$ cat src/rtl/scan_pkg.sv
package scan_pkg;

  // span of one segment from its minus-one encoding
  function automatic int unsigned seg_len(input int unsigned m1);
    return m1 + 1;
  endfunction

  // full axis period from the four minus-one fields
  function automatic int unsigned axis_period(input int unsigned s_m1, input int unsigned b_m1,
                                              input int unsigned a_m1, input int unsigned f_m1);
    return seg_len(s_m1) + seg_len(b_m1) + seg_len(a_m1) + seg_len(f_m1);
  endfunction

  // first count of the active segment
  function automatic int unsigned act_first(input int unsigned s_m1, input int unsigned b_m1);
    return seg_len(s_m1) + seg_len(b_m1);
  endfunction

  // number of source cycles the pixel clock spends high
  function automatic int unsigned clk_high_len(input int unsigned div_m1);
    return (div_m1 + 1) / 2;
  endfunction

  typedef struct packed {
    logic hs;
    logic vs;
    logic de;
    logic pclk;
  } pol_t;

endpackage

$ cat src/rtl/pix_tick_gen.sv
module pix_tick_gen #(
  parameter int DW = 8
) (
  input  logic          clk,
  input  logic          rst_n,
  input  logic [DW-1:0] div_m1,
  output logic          ce,
  output logic          phase_hi,
  output logic          bypass
);
  import scan_pkg::*;

  logic [DW-1:0] phase;
  logic [DW:0]   high_len;
  logic          last_phase;

  assign bypass     = (div_m1 == '0);
  assign last_phase = (phase >= div_m1);
  assign ce         = bypass | last_phase;
  assign high_len   = (DW+1)'(clk_high_len(32'(div_m1)));
  assign phase_hi   = ({1'b0, phase} < high_len);

  always_ff @(posedge clk) begin
    if (!rst_n)          phase <= '0;
    else if (bypass)     phase <= '0;
    else if (last_phase) phase <= '0;
    else                 phase <= phase + 1'b1;
  end
endmodule

$ cat src/rtl/scan_axis_ctr.sv
module scan_axis_ctr #(
  parameter int HW = 10,
  parameter int CW = HW + 2
) (
  input  logic          clk,
  input  logic          rst_n,
  input  logic          step,
  input  logic [HW-1:0] sync_m1,
  input  logic [HW-1:0] back_m1,
  input  logic [HW-1:0] act_m1,
  input  logic [HW-1:0] front_m1,
  output logic [CW-1:0] cnt,
  output logic          at_end,
  output logic          in_sync,
  output logic          in_act
);
  import scan_pkg::*;

  logic [CW-1:0] sync_stop;
  logic [CW-1:0] act_beg;
  logic [CW-1:0] act_stop;
  logic [CW-1:0] last_cnt;

  assign sync_stop = CW'(seg_len(32'(sync_m1)));
  assign act_beg   = CW'(act_first(32'(sync_m1), 32'(back_m1)));
  assign act_stop  = CW'(act_first(32'(sync_m1), 32'(back_m1)) + seg_len(32'(act_m1)));
  assign last_cnt  = CW'(axis_period(32'(sync_m1), 32'(back_m1), 32'(act_m1), 32'(front_m1)) - 1);

  // at or beyond the end: wrap even after the fields shrink
  assign at_end  = (cnt >= last_cnt);
  assign in_sync = (cnt < sync_stop);
  assign in_act  = (cnt >= act_beg) && (cnt < act_stop);

  always_ff @(posedge clk) begin
    if (!rst_n)      cnt <= '0;
    else if (step)   cnt <= at_end ? '0 : cnt + 1'b1;
  end
endmodule

$ cat src/rtl/sync_pol_stage.sv
module sync_pol_stage (
  input  logic            src_clk,
  input  logic            bypass,
  input  logic            phase_hi,
  input  logic            hs_raw,
  input  logic            vs_raw,
  input  logic            de_raw,
  input  scan_pkg::pol_t  inv,
  output logic            pclk_o,
  output logic            hsync_o,
  output logic            vsync_o,
  output logic            de_o
);
  logic clk_raw;

  assign clk_raw = bypass ? src_clk : phase_hi;
  assign pclk_o  = clk_raw ^ inv.pclk;
  assign hsync_o = hs_raw  ^ inv.hs;
  assign vsync_o = vs_raw  ^ inv.vs;
  assign de_o    = de_raw  ^ inv.de;
endmodule

$ cat src/rtl/rgb_scan_timer.sv
module rgb_scan_timer #(
  parameter int HW = 10,
  parameter int DW = 8,
  localparam int CW = HW + 2
) (
  input  logic          clk,
  input  logic          rst_n,
  input  logic [DW-1:0] pclk_div_m1,
  input  logic [HW-1:0] hs_wid_m1,
  input  logic [HW-1:0] hbp_m1,
  input  logic [HW-1:0] hact_m1,
  input  logic [HW-1:0] hfp_m1,
  input  logic [HW-1:0] vs_wid_m1,
  input  logic [HW-1:0] vbp_m1,
  input  logic [HW-1:0] vact_m1,
  input  logic [HW-1:0] vfp_m1,
  input  logic          inv_hs,
  input  logic          inv_vs,
  input  logic          inv_de,
  input  logic          inv_pclk,
  input  logic          irq_en,
  output logic          pclk_o,
  output logic          pix_ce,
  output logic          hsync_o,
  output logic          vsync_o,
  output logic          de_o,
  output logic          active_o,
  output logic [CW-1:0] pix_cnt,
  output logic [CW-1:0] line_cnt,
  output logic          frame_irq
);
  import scan_pkg::*;

  // named internal events, also used by the bound checker
  logic h_end, v_end, h_in_sync, v_in_sync, h_in_act, v_in_act;
  logic v_step, act_raw, div_bypass, div_phase_hi, frame_wrap;
  pol_t inv_sel;

  pix_tick_gen #(.DW(DW)) u_tick (
    .clk      (clk),
    .rst_n    (rst_n),
    .div_m1   (pclk_div_m1),
    .ce       (pix_ce),
    .phase_hi (div_phase_hi),
    .bypass   (div_bypass)
  );

  scan_axis_ctr #(.HW(HW), .CW(CW)) u_hax (
    .clk      (clk),
    .rst_n    (rst_n),
    .step     (pix_ce),
    .sync_m1  (hs_wid_m1),
    .back_m1  (hbp_m1),
    .act_m1   (hact_m1),
    .front_m1 (hfp_m1),
    .cnt      (pix_cnt),
    .at_end   (h_end),
    .in_sync  (h_in_sync),
    .in_act   (h_in_act)
  );

  assign v_step = pix_ce & h_end;

  scan_axis_ctr #(.HW(HW), .CW(CW)) u_vax (
    .clk      (clk),
    .rst_n    (rst_n),
    .step     (v_step),
    .sync_m1  (vs_wid_m1),
    .back_m1  (vbp_m1),
    .act_m1   (vact_m1),
    .front_m1 (vfp_m1),
    .cnt      (line_cnt),
    .at_end   (v_end),
    .in_sync  (v_in_sync),
    .in_act   (v_in_act)
  );

  assign act_raw    = h_in_act & v_in_act;
  assign active_o   = act_raw;
  assign frame_wrap = v_step & v_end;

  assign inv_sel = '{hs: inv_hs, vs: inv_vs, de: inv_de, pclk: inv_pclk};

  sync_pol_stage u_pol (
    .src_clk  (clk),
    .bypass   (div_bypass),
    .phase_hi (div_phase_hi),
    .hs_raw   (h_in_sync),
    .vs_raw   (v_in_sync),
    .de_raw   (act_raw),
    .inv      (inv_sel),
    .pclk_o   (pclk_o),
    .hsync_o  (hsync_o),
    .vsync_o  (vsync_o),
    .de_o     (de_o)
  );

  // frame pulse: first cycle at the origin after a wrap
  always_ff @(posedge clk) begin
    if (!rst_n) frame_irq <= 1'b0;
    else        frame_irq <= irq_en & frame_wrap;
  end
endmodule

$ cat config.mk
export PLATFORM = sky130hd
export DESIGN_NAME = rgb_scan_timer
export DESIGN_NICKNAME = d
export VERILOG_FILES = /design/src/rtl/scan_pkg.sv /design/src/rtl/pix_tick_gen.sv /design/src/rtl/scan_axis_ctr.sv /design/src/rtl/sync_pol_stage.sv /design/src/rtl/rgb_scan_timer.sv
export SDC_FILE = /design/constraint.sdc
export NUM_CORES = 1
export LEC_CHECK = 0
export BUFFER_PORTS_ARGS = -buffer_cell sky130_fd_sc_hd__buf_4
export CAP_MARGIN = 20
export CORE_MARGIN = 8
export CORE_UTILIZATION = 63
export DETAILED_ROUTE_END_ITERATION = 7
export PLACE_DENSITY = 0.95
export SLEW_MARGIN = 20
export SYNTH_ARGS = -nofsm -noshare
export SYNTH_HDL_FRONTEND = slang
export SYNTH_HIERARCHICAL = 1
export SYNTH_SLANG_ARGS = --single-unit
$ cat constraint.sdc
create_clock -name clk -period 18.6 [get_ports clk]
set_input_delay 3.72 -clock clk [delete_from_list [all_inputs] [get_ports clk]]
set_output_delay 3.72 -clock clk [all_outputs]
set_load 0.01 [all_outputs]
After elaboration in Yosys (flattened, before gate mapping)
Cells that the tools add are included.
- output and inout bits: 31
- bits in registers: 33
- input bits: 95
- logic and storage cells: 51
- reduce and logical (&&, ||, !) cells: 4
- bitwise gates (word level): 10
- muxes and demuxes: 3
- order comparisons: 10
- $add $sub $neg: 20
- operator list (kind ; number):
    adder 10 x 1 -> 11 bit, second input constant ; 8
    adder 12 bit ; 6
    greater-or-equal comparator 12 bit ; 4
    < comparator 12 bit ; 4
    adder 12 x 1 -> 12 bit, second input constant ; 2
    2-to-1 mux 12 bit ; 2
    subtractor 12 x 1 -> 12 bit, second input constant ; 2
    adder 8 x 1 -> 9 bit, second input constant ; 1
    < comparator 8 x 9 -> 1 bit ; 1
    adder 8 x 1 -> 8 bit, second input constant ; 1
    greater-or-equal comparator 8 bit ; 1
    zero test 8 bit ; 1
    AND 1 bit ; 4
    bitwise XOR 1 bit ; 4
    OR reduction 3 bit ; 1
    logical AND 1 bit ; 2
    2-to-1 mux 1 bit ; 1
    inverter 1 bit ; 1
    bitwise OR 1 bit ; 1

Longest topological paths before layout
Gate-level depths: netlist of run 1.
- depth in word-level cells: 9
- gate-level depth with buffers: 33
- mapped depth without buffers: 33

Modules after synthesis
The synthesis of run 1 kept the hierarchy.
- modules (own cells, without submodules) (module ; cells each ; instances ; area each (um^2) ; sequential area each (um^2)):
    scan_axis_ctr at u_vax ; 401 ; 1 ; 3178.0 ; 240.2
    scan_axis_ctr at u_hax ; 385 ; 1 ; 3046.7 ; 240.2
    pix_tick_gen ; 95 ; 1 ; 805.8 ; 160.2
    sync_pol_stage ; 5 ; 1 ; 45.0 ; 0.0
    rgb_scan_timer ; 4 ; 1 ; 43.8 ; 20.0

==> summary.txt, run 1 <==
Die
  – Die area: 0.0150 mm²
  – Initial Util: 0.634
  – Core region area: 0.0112 mm²
  – Row count: 39
  – Die W: 122 µm
  – IO Pins: 126
  – Die Ht: 122 µm

Worst setup path
  – Setup CP Type: clock port to output pin
  – CP Launch Type: clock port
  – Maximum fanout along the worst path: 2
  – Critical Path RT: 14.88 ns
  – Critical Path Sink Type: output pin
  – CP arrival: 9.98 ns

Detailed routing
  – Avg Vias per Cell: 6.08
  – Number of iterations in the first detailed-routing pass: 6
  – Vias post-DR: 7087
  – Residual DRC: 0
  – Routed WL per cell: 16.9 µm
  – Routed wire length: 19.7 mm
  – Iteration-0 DRC Markers: 574
  – DRT antenna net count: 0

Placement
  – Placement Cell Area: 0.00823 mm²
  – Placed Cells: 1155
  – IO Port Bufs: 125
  – GPL Wtd Cong: 0.872
  – Dpl ws: 5.18 ns
  – Hpwl dp: 15.8 mm

Layout
  – Fin util: 0.755
  – Area of the multi-input gates: 0.00607 mm²
  – Fillcell total: 804
  – Antenna fix cells: 0
  – Filler-free cell count of the finished design: 1166
  – Synthesis-to-finish area growth: 19.0%
  – Final Cell Area: 0.00847 mm²
  – FF+latch area: 661 µm²
  – NumNets Final: 1305
  – Layout cell share with drive strength beyond 1: 0.151

Clock tree
  – CTS clock-pin slew for the worst setup and hold paths: 0.05 ns
  – CTS resizes: 0
  – Post-CTS Setup Inserts: 0
  – Hold_buf cts: 0
  – TritonCTS clock tree: built
  – Worst skew pair latency: 0.39 ns

Synthesis
  – Most used DFF post-synth: dfxtp_1
  – Distinct cells, synth: 68
  – Syn nets: 1173
  – Mapped Area: 0.00712 mm²
  – Seq/Total Area, Yosys: 0.0928
  – Mapped Avg Cell Area: 8.00 µm²
  – Post-synthesis register bit count: 33
  – Yosys warnings: 6
  – Post-synth EDFFs: 0
  – Syn Inst Count: 890
  – Post-synth ARST share: 0

STA
  – Final Hold Vio Count: 0
  – Setup violations, final: 0
  – PnR worst setup slack: 4.90 ns
  – Slew margin rel.: 0.418
  – Fin Setup TNS: 0 ns
  – Fin. max-slew vios: 0
  – Unrepaired setup endpoints after global routing: no
  – Clock Skew: 0.00802 ns
  – Slew of the pin with the lowest slew margin: 0.867 ns

GRT
  – Initial antenna violation count: 0
  – GR Util All Layers: 0.260
  – Global-route wire length before repair: 32.1 mm
  – Vias in the first global route: 7267
  – Grt ovf: 0
  – Pin count of the biggest net entering global routing: 19

Pwr
  – VDD IR-drop max: 69.8 µV
  – PD cells: 82.4 mW/mm²
  – Lkg Pwr: 4.48 nW

Job
  – Max Cap Violations: 0

Run status
  – Status: finished, final reports clean

Hold path
  – HP Class: flop to flop
[per-layer routing]
layer	vias up	part of all wire	global-route usage	wire, µm
li1	3467	-	-	-
met2	291	0.51	0.486	10100
met1	3263	0.40	0.274	7790
met5	-	0	0	0
met3	66	0.058	0.0511	1140
met4	0	0.033	0.123	648
[final timing paths]
check        cells after the start                          to                       start  slack, ns
min reg2reg                      1  u_tick/phase[0]$_SDFF_PP0_  u_tick/phase[0]$_SDFF_PP0_       0.52
max                              5                      pclk_o                         clk       4.90
min                              1  u_tick/phase[0]$_SDFF_PP0_  u_tick/phase[0]$_SDFF_PP0_       0.52
max reg2reg                     17  u_vax/cnt[11]$_SDFFE_PN0P_   u_hax/cnt[0]$_SDFFE_PN0P_      14.83
[critical path, stage by stage]
cell and delay (ns):
clkbuf_16 0.12, clkbuf_16 0.13, mux2i_1 0.16, xnor2_1 0.14, buf_4 0.14
[placed cells by master, fill, tap and decap left out, types with 10 or more instances in the layout]
cell type	Yosys	layout
ha_1	182	182
dfxtp_1	33	33
nor3_1	25	25
nand3_1	34	34
nand2_1	38	38
nor2b_1	10	10
o21a_1	20	20
o21ai_1	15	15
a21o_1	32	32
a21oi_1	56	56
o21ai_0	30	30
a211oi_1	17	17
and3_1	17	17
nand4_1	13	13
buf_4	0	125
inv_1	100	100
xor2_1	47	47
xnor2_1	51	51
nand2b_1	21	21
nor2_1	51	51
[cells in the mapped netlist, drive strengths merged (3+ instances only)]
cell type	count	area (µm²)
nand4	13	81.3
nand3	36	198
or2	3	21.3
ha	182	2280
and2	7	46.3
and3	18	114
nand2	39	149
nor2b	10	62.6
fa	6	120
xor2	47	412
o211ai	8	60.1
and4	6	52.6
nand2b	21	131
a31oi	8	50.1
or3	5	31.3
clkbuf	3	11.3
xnor2	54	507
a211oi	17	128
inv	100	375
o21ai	46	234
a21o	32	240
a21oi	56	280
nor2	51	191
dfxtp	33	661
nand4b	3	32.5
nor3	25	125
o21a	21	159
o31a	3	26.3
[registers in the layout, indices dropped and copies added, names as in the netlist]
name,count
u_tick/phase,8
frame_irq,1
u_vax/cnt,12
u_hax/cnt,12
[cell type report]
cell class	instances	share of cell area
inverter	100	0.0443
multi-input combinational	754	0.717
clock buffer	11	0.0266
timing repair buffer	124	0.110
sequential	33	0.0780
tap	143	0.0211
clock inverter	1	0.00354
[per-stage QoR]
stage / power, mW / hold slack, ns
after floorplan: 0.449 / 0.469
after global placement: 0.529 / 0.502
after detailed placement: 0.554 / 0.512
after CTS: 0.691 / 0.521
after global routing: 0.759 / 0.558
final: 0.698 / 0.520
[logic make-up (layout without fill, tap and decap cells)]
logic type      Yosys count  count (layout)  share of synthesized area
compound gates          218             218                      0.201
xor+xnor                101             101                      0.129
fa+ha+maj               188             188                      0.337
buf+inv                 103             236                     0.0543
flops                    33              33                     0.0928
mux                       2               2                    0.00299
simple gates            245             245                      0.183
[report_power, final]
part | switching, mW | total, mW | internal, mW
sequential | 0.000914 | 0.0724 | 0.0714
clock | 0.0351 | 0.130 | 0.0947
combinational | 0.273 | 0.496 | 0.223
total | 0.309 | 0.698 | 0.389
(Power assumes the default switching activity.)
==> inputs of run 2 (changes only) <==
- ABC_AREA: default -> 1
- CORE_UTILIZATION: 63 -> 59
- PLACE_DENSITY: 0.95 -> 0.9
- clock period: 18.6 -> 13.05 ns (I/O delays scaled with it)
==> run 2 against run 1 <==
Net effect: via count up 14%; clock-buffer cell count down 2; synthesized area up 7.4%; core utilization down 3.7 points; final cell count up 27%; sequential share of layout area down 0.50 points; hold slack worse by 0.035 ns; combinational power up 54%; wire length up 6.2%; highest routed layer unchanged.
==> summary.txt, run 2 <==
Run status
  – Status: finished, final reports clean

Worst setup path
  – Crit path cell chain: clkbuf_16 -> clkbuf_16 -> clkbuf_16 -> inv_1 -> nand2_1 -> nand3_1 -> nand2_1 -> buf_4
  – Critical Path RT: 10.44 ns (-4.44 ns)
  – Slowest cell on crit path: clkbuf_16
  – Crit-path most repeated cell: clkbuf_16
  – Worst path bufs/invs: 5 (+2)
  – CP arrival: 7.32 ns (-2.66 ns)
  – Top delay family on crit path: buffers and inverters
  – Maximum fanout along the worst path: 7 (+5)
  – Critical Path Sink Type: output pin
  – Worst path depth: 8 (+3)
  – Setup CP Type: clock port to output pin
  – R2R cell count: 18 (+1)
  – CP peak stage delay: 0.16 ns (about the same)
  – CP Launch Type: clock port

Pwr
  – VDD IR-drop max: 99.2 µV (+42%)
  – PD cells: 118 mW/mm² (+43%)
  – Lkg Pwr: 5.16 nW (+15%)

GRT
  – Pin count of the biggest net entering global routing: 13 (-6)
  – GR Util All Layers: 0.241 (-0.0193)
  – Global-route wire length before repair: 33.7 mm (+4.7%)
  – Vias in the first global route: 7790 (+7.2%)
  – Grt ovf: 0 (unchanged)
  – Initial antenna violation count: 0 (unchanged)

Synthesis
  – Syn nets: 1455 (+24%)
  – Mapped Avg Cell Area: 6.53 µm² (-18%)
  – Post-synthesis register bit count: 33 (unchanged)
  – Post-synth top area share: 0.298 (-0.0221)
  – Seq/Total Area, Yosys: 0.0864 (-0.00641)
  – Commonest cells post-synth: 280 x nand2_1, 202 x inv_1, 182 x ha_1, 96 x a21oi_1, 79 x nor2_1
  – Cell taking the most area after synthesis: ha_1
  – Post-synth EDFFs: 0 (unchanged)
  – Mapped Area: 0.00765 mm² (+7.4%)
  – Yosys warnings: 6 (unchanged)
  – Most common cell in the netlist: nand2_1
  – Post-synth ARST share: 0 (unchanged)
  – Most used DFF post-synth: dfxtp_1
  – Distinct cells, synth: 34 (-50%)
  – Syn Inst Count: 1172 (+32%)
  – Largest cells by area after synthesis: ha_1 30%, nand2_1 14%, inv_1 9.9%

Layout
  – Commonest non-fill, non-tap cell in the layout: nand2_1
  – Antenna fix cells: 0 (unchanged)
  – Synthesis-to-finish area growth: 18.5%
  – Top Registers: u_hax/cnt x12, u_vax/cnt x12, u_tick/phase x8
  – NumNets Final: 1588 (+22%)
  – FF+latch area: 661 µm² (unchanged)
  – Fillcell total: 1039 (+29%)
  – Layout cell share with drive strength beyond 1: 0.132 (-0.0181)
  – Area of the multi-input gates: 0.00619 mm² (+2.0%)
  – Most frequent cells in the layout: 280 x nand2_1, 202 x inv_1, 182 x ha_1, 125 x buf_4, 96 x a21oi_1
  – Filler-free cell count of the finished design: 1478 (+27%)

STA
  – Slew margin rel.: 0.633 (+0.215)
  – Fin Setup TNS: 0 ns (unchanged)
  – Setup violations, final: 0 (unchanged)
  – Final Hold Vio Count: 0 (unchanged)
  – Unrepaired setup endpoints after global routing: no
  – Slew of the pin with the lowest slew margin: 0.549 ns (-0.318 ns)
  – Clock Skew: 0.00522 ns (-0.00280 ns)
  – Fin. max-slew vios: 0 (unchanged)
  – Worst hold slack: 0.485 ns (-0.0350 ns)

Die
  – Die Ht: 130 µm (+6.2%)
  – Core region area: 0.0126 mm² (+12%)
  – IO Pins: 126 (unchanged)
  – Row count: 41 (+5.1%)
  – Die area: 0.0169 mm² (+13%)
  – Die W: 130 µm (+6.2%)
  – Initial Util: 0.606 (-0.0283)

Placement
  – GPL Wtd Cong: 0.961 (+10%)
  – Hpwl dp: 17.5 mm (+11%)
  – IO Port Bufs: 125 (unchanged)
  – Placed Cells: 1467 (+27%)

Clock tree
  – Post-CTS Setup Inserts: 0 (unchanged)
  – CTS clock-pin slew for the worst setup and hold paths: 0.05 ns (about the same)
  – CTS resizes: 0 (unchanged)
  – TritonCTS clock tree: built
  – Worst skew pair latency: 0.39 ns (about the same)
  – Hold_buf cts: 0 (unchanged)

Detailed routing
  – DRT antenna net count: 0 (unchanged)
  – Routed WL per cell: 14.1 µm (-16%)
  – Residual DRC: 0 (unchanged)
  – Vias post-DR: 8095 (+14%)
  – Iteration-0 DRC Markers: 532 (-7.3%)
  – Avg Vias per Cell: 5.48 (-9.9%)
  – Number of iterations in the first detailed-routing pass: 6 (unchanged)
  – Routed wire length: 20.9 mm (+6.2%)

Hold path
  – Hold Path Stages: 1 (unchanged)
  – HP Class: flop to flop

Job
  – Max Cap Violations: 0 (unchanged)
==> run 2: logic make-up (layout without fill, tap and decap cells) <==
family / after synthesis / after routing / synth area share
buffers and inverters: 211 / 345 / 0.104
AO/OA/AOI/OAI: 159 / 159 / 0.115
flip-flops: 33 / 33 / 0.0864
XOR/XNOR: 87 / 87 / 0.0996
AND/OR/NAND/NOR: 494 / 494 / 0.281
adder cells (fa/ha/maj): 188 / 188 / 0.313
==> run 2: worst paths after layout <==
| check | startpoint | to | slack, ns |
|---|---|---|---|
| setup / recovery | clk | pclk_o | 3.12 |
| hold reg to reg | u_tick/phase[0]$_SDFF_PP0_ | u_tick/phase[0]$_SDFF_PP0_ | 0.49 |
| setup reg to reg | u_hax/cnt[0]$_SDFFE_PN0P_ | u_vax/cnt[11]$_SDFFE_PN0P_ | 10.16 |
| hold / removal | u_tick/phase[0]$_SDFF_PP0_ | u_tick/phase[0]$_SDFF_PP0_ | 0.49 |
==> run 2: worst reg2reg max path, delay by kind of cell, from the launching register on <==
kind	cells	cell delay, ns
adder cells (fa/ha/maj)	1	0.21
XOR/XNOR	1	0.18
flip-flops	1	0.46
AO/OA/AOI/OAI	2	0.32
buffers and inverters	4	0.44
AND/OR/NAND/NOR	10	1.16
==> run 2: report_power, final <==
part           total, mW  internal, mW  switching (mW)  leakage, nW
Clock              0.201         0.150          0.0518        0.149
Sequential         0.103         0.102         0.00127        0.266
Combinational      0.763         0.300           0.462         4.74
Total               1.07         0.552           0.515         5.16
==> run 2: through the flow <==
stage / power (mW) / setup slack, ns / util / cell area [µm²]
finish: 1.07 / 3.12 / 0.718 / 9060
global route: 1.18 / 2.92 / 0.718 / 9060
CTS: 1.06 / 3.11 / 0.718 / 9060
detailed placement: 0.851 / 3.46 / 0.697 / 8790
global placement: 0.819 / 3.60 / 0.697 / 8790
floorplan: 0.684 / 3.69 / - / 7650
==> run 2: layout make-up <==
type / count / share of cell area
multi-input combinational: 928 / 0.683
timing repair buffer: 124 / 0.103
inverter: 208 / 0.0862
sequential: 33 / 0.0729
tap: 172 / 0.0238
clock buffer: 9 / 0.0229
clock inverter: 4 / 0.00801
==> run 2: layer usage <==
metal  wire, µm  track usage  vias up
li1           -            -     4095
met1       8730        0.273     3667
met2      10400        0.455      288
met5          0            0        -
met4        541       0.0840        0
met3       1200       0.0269       45
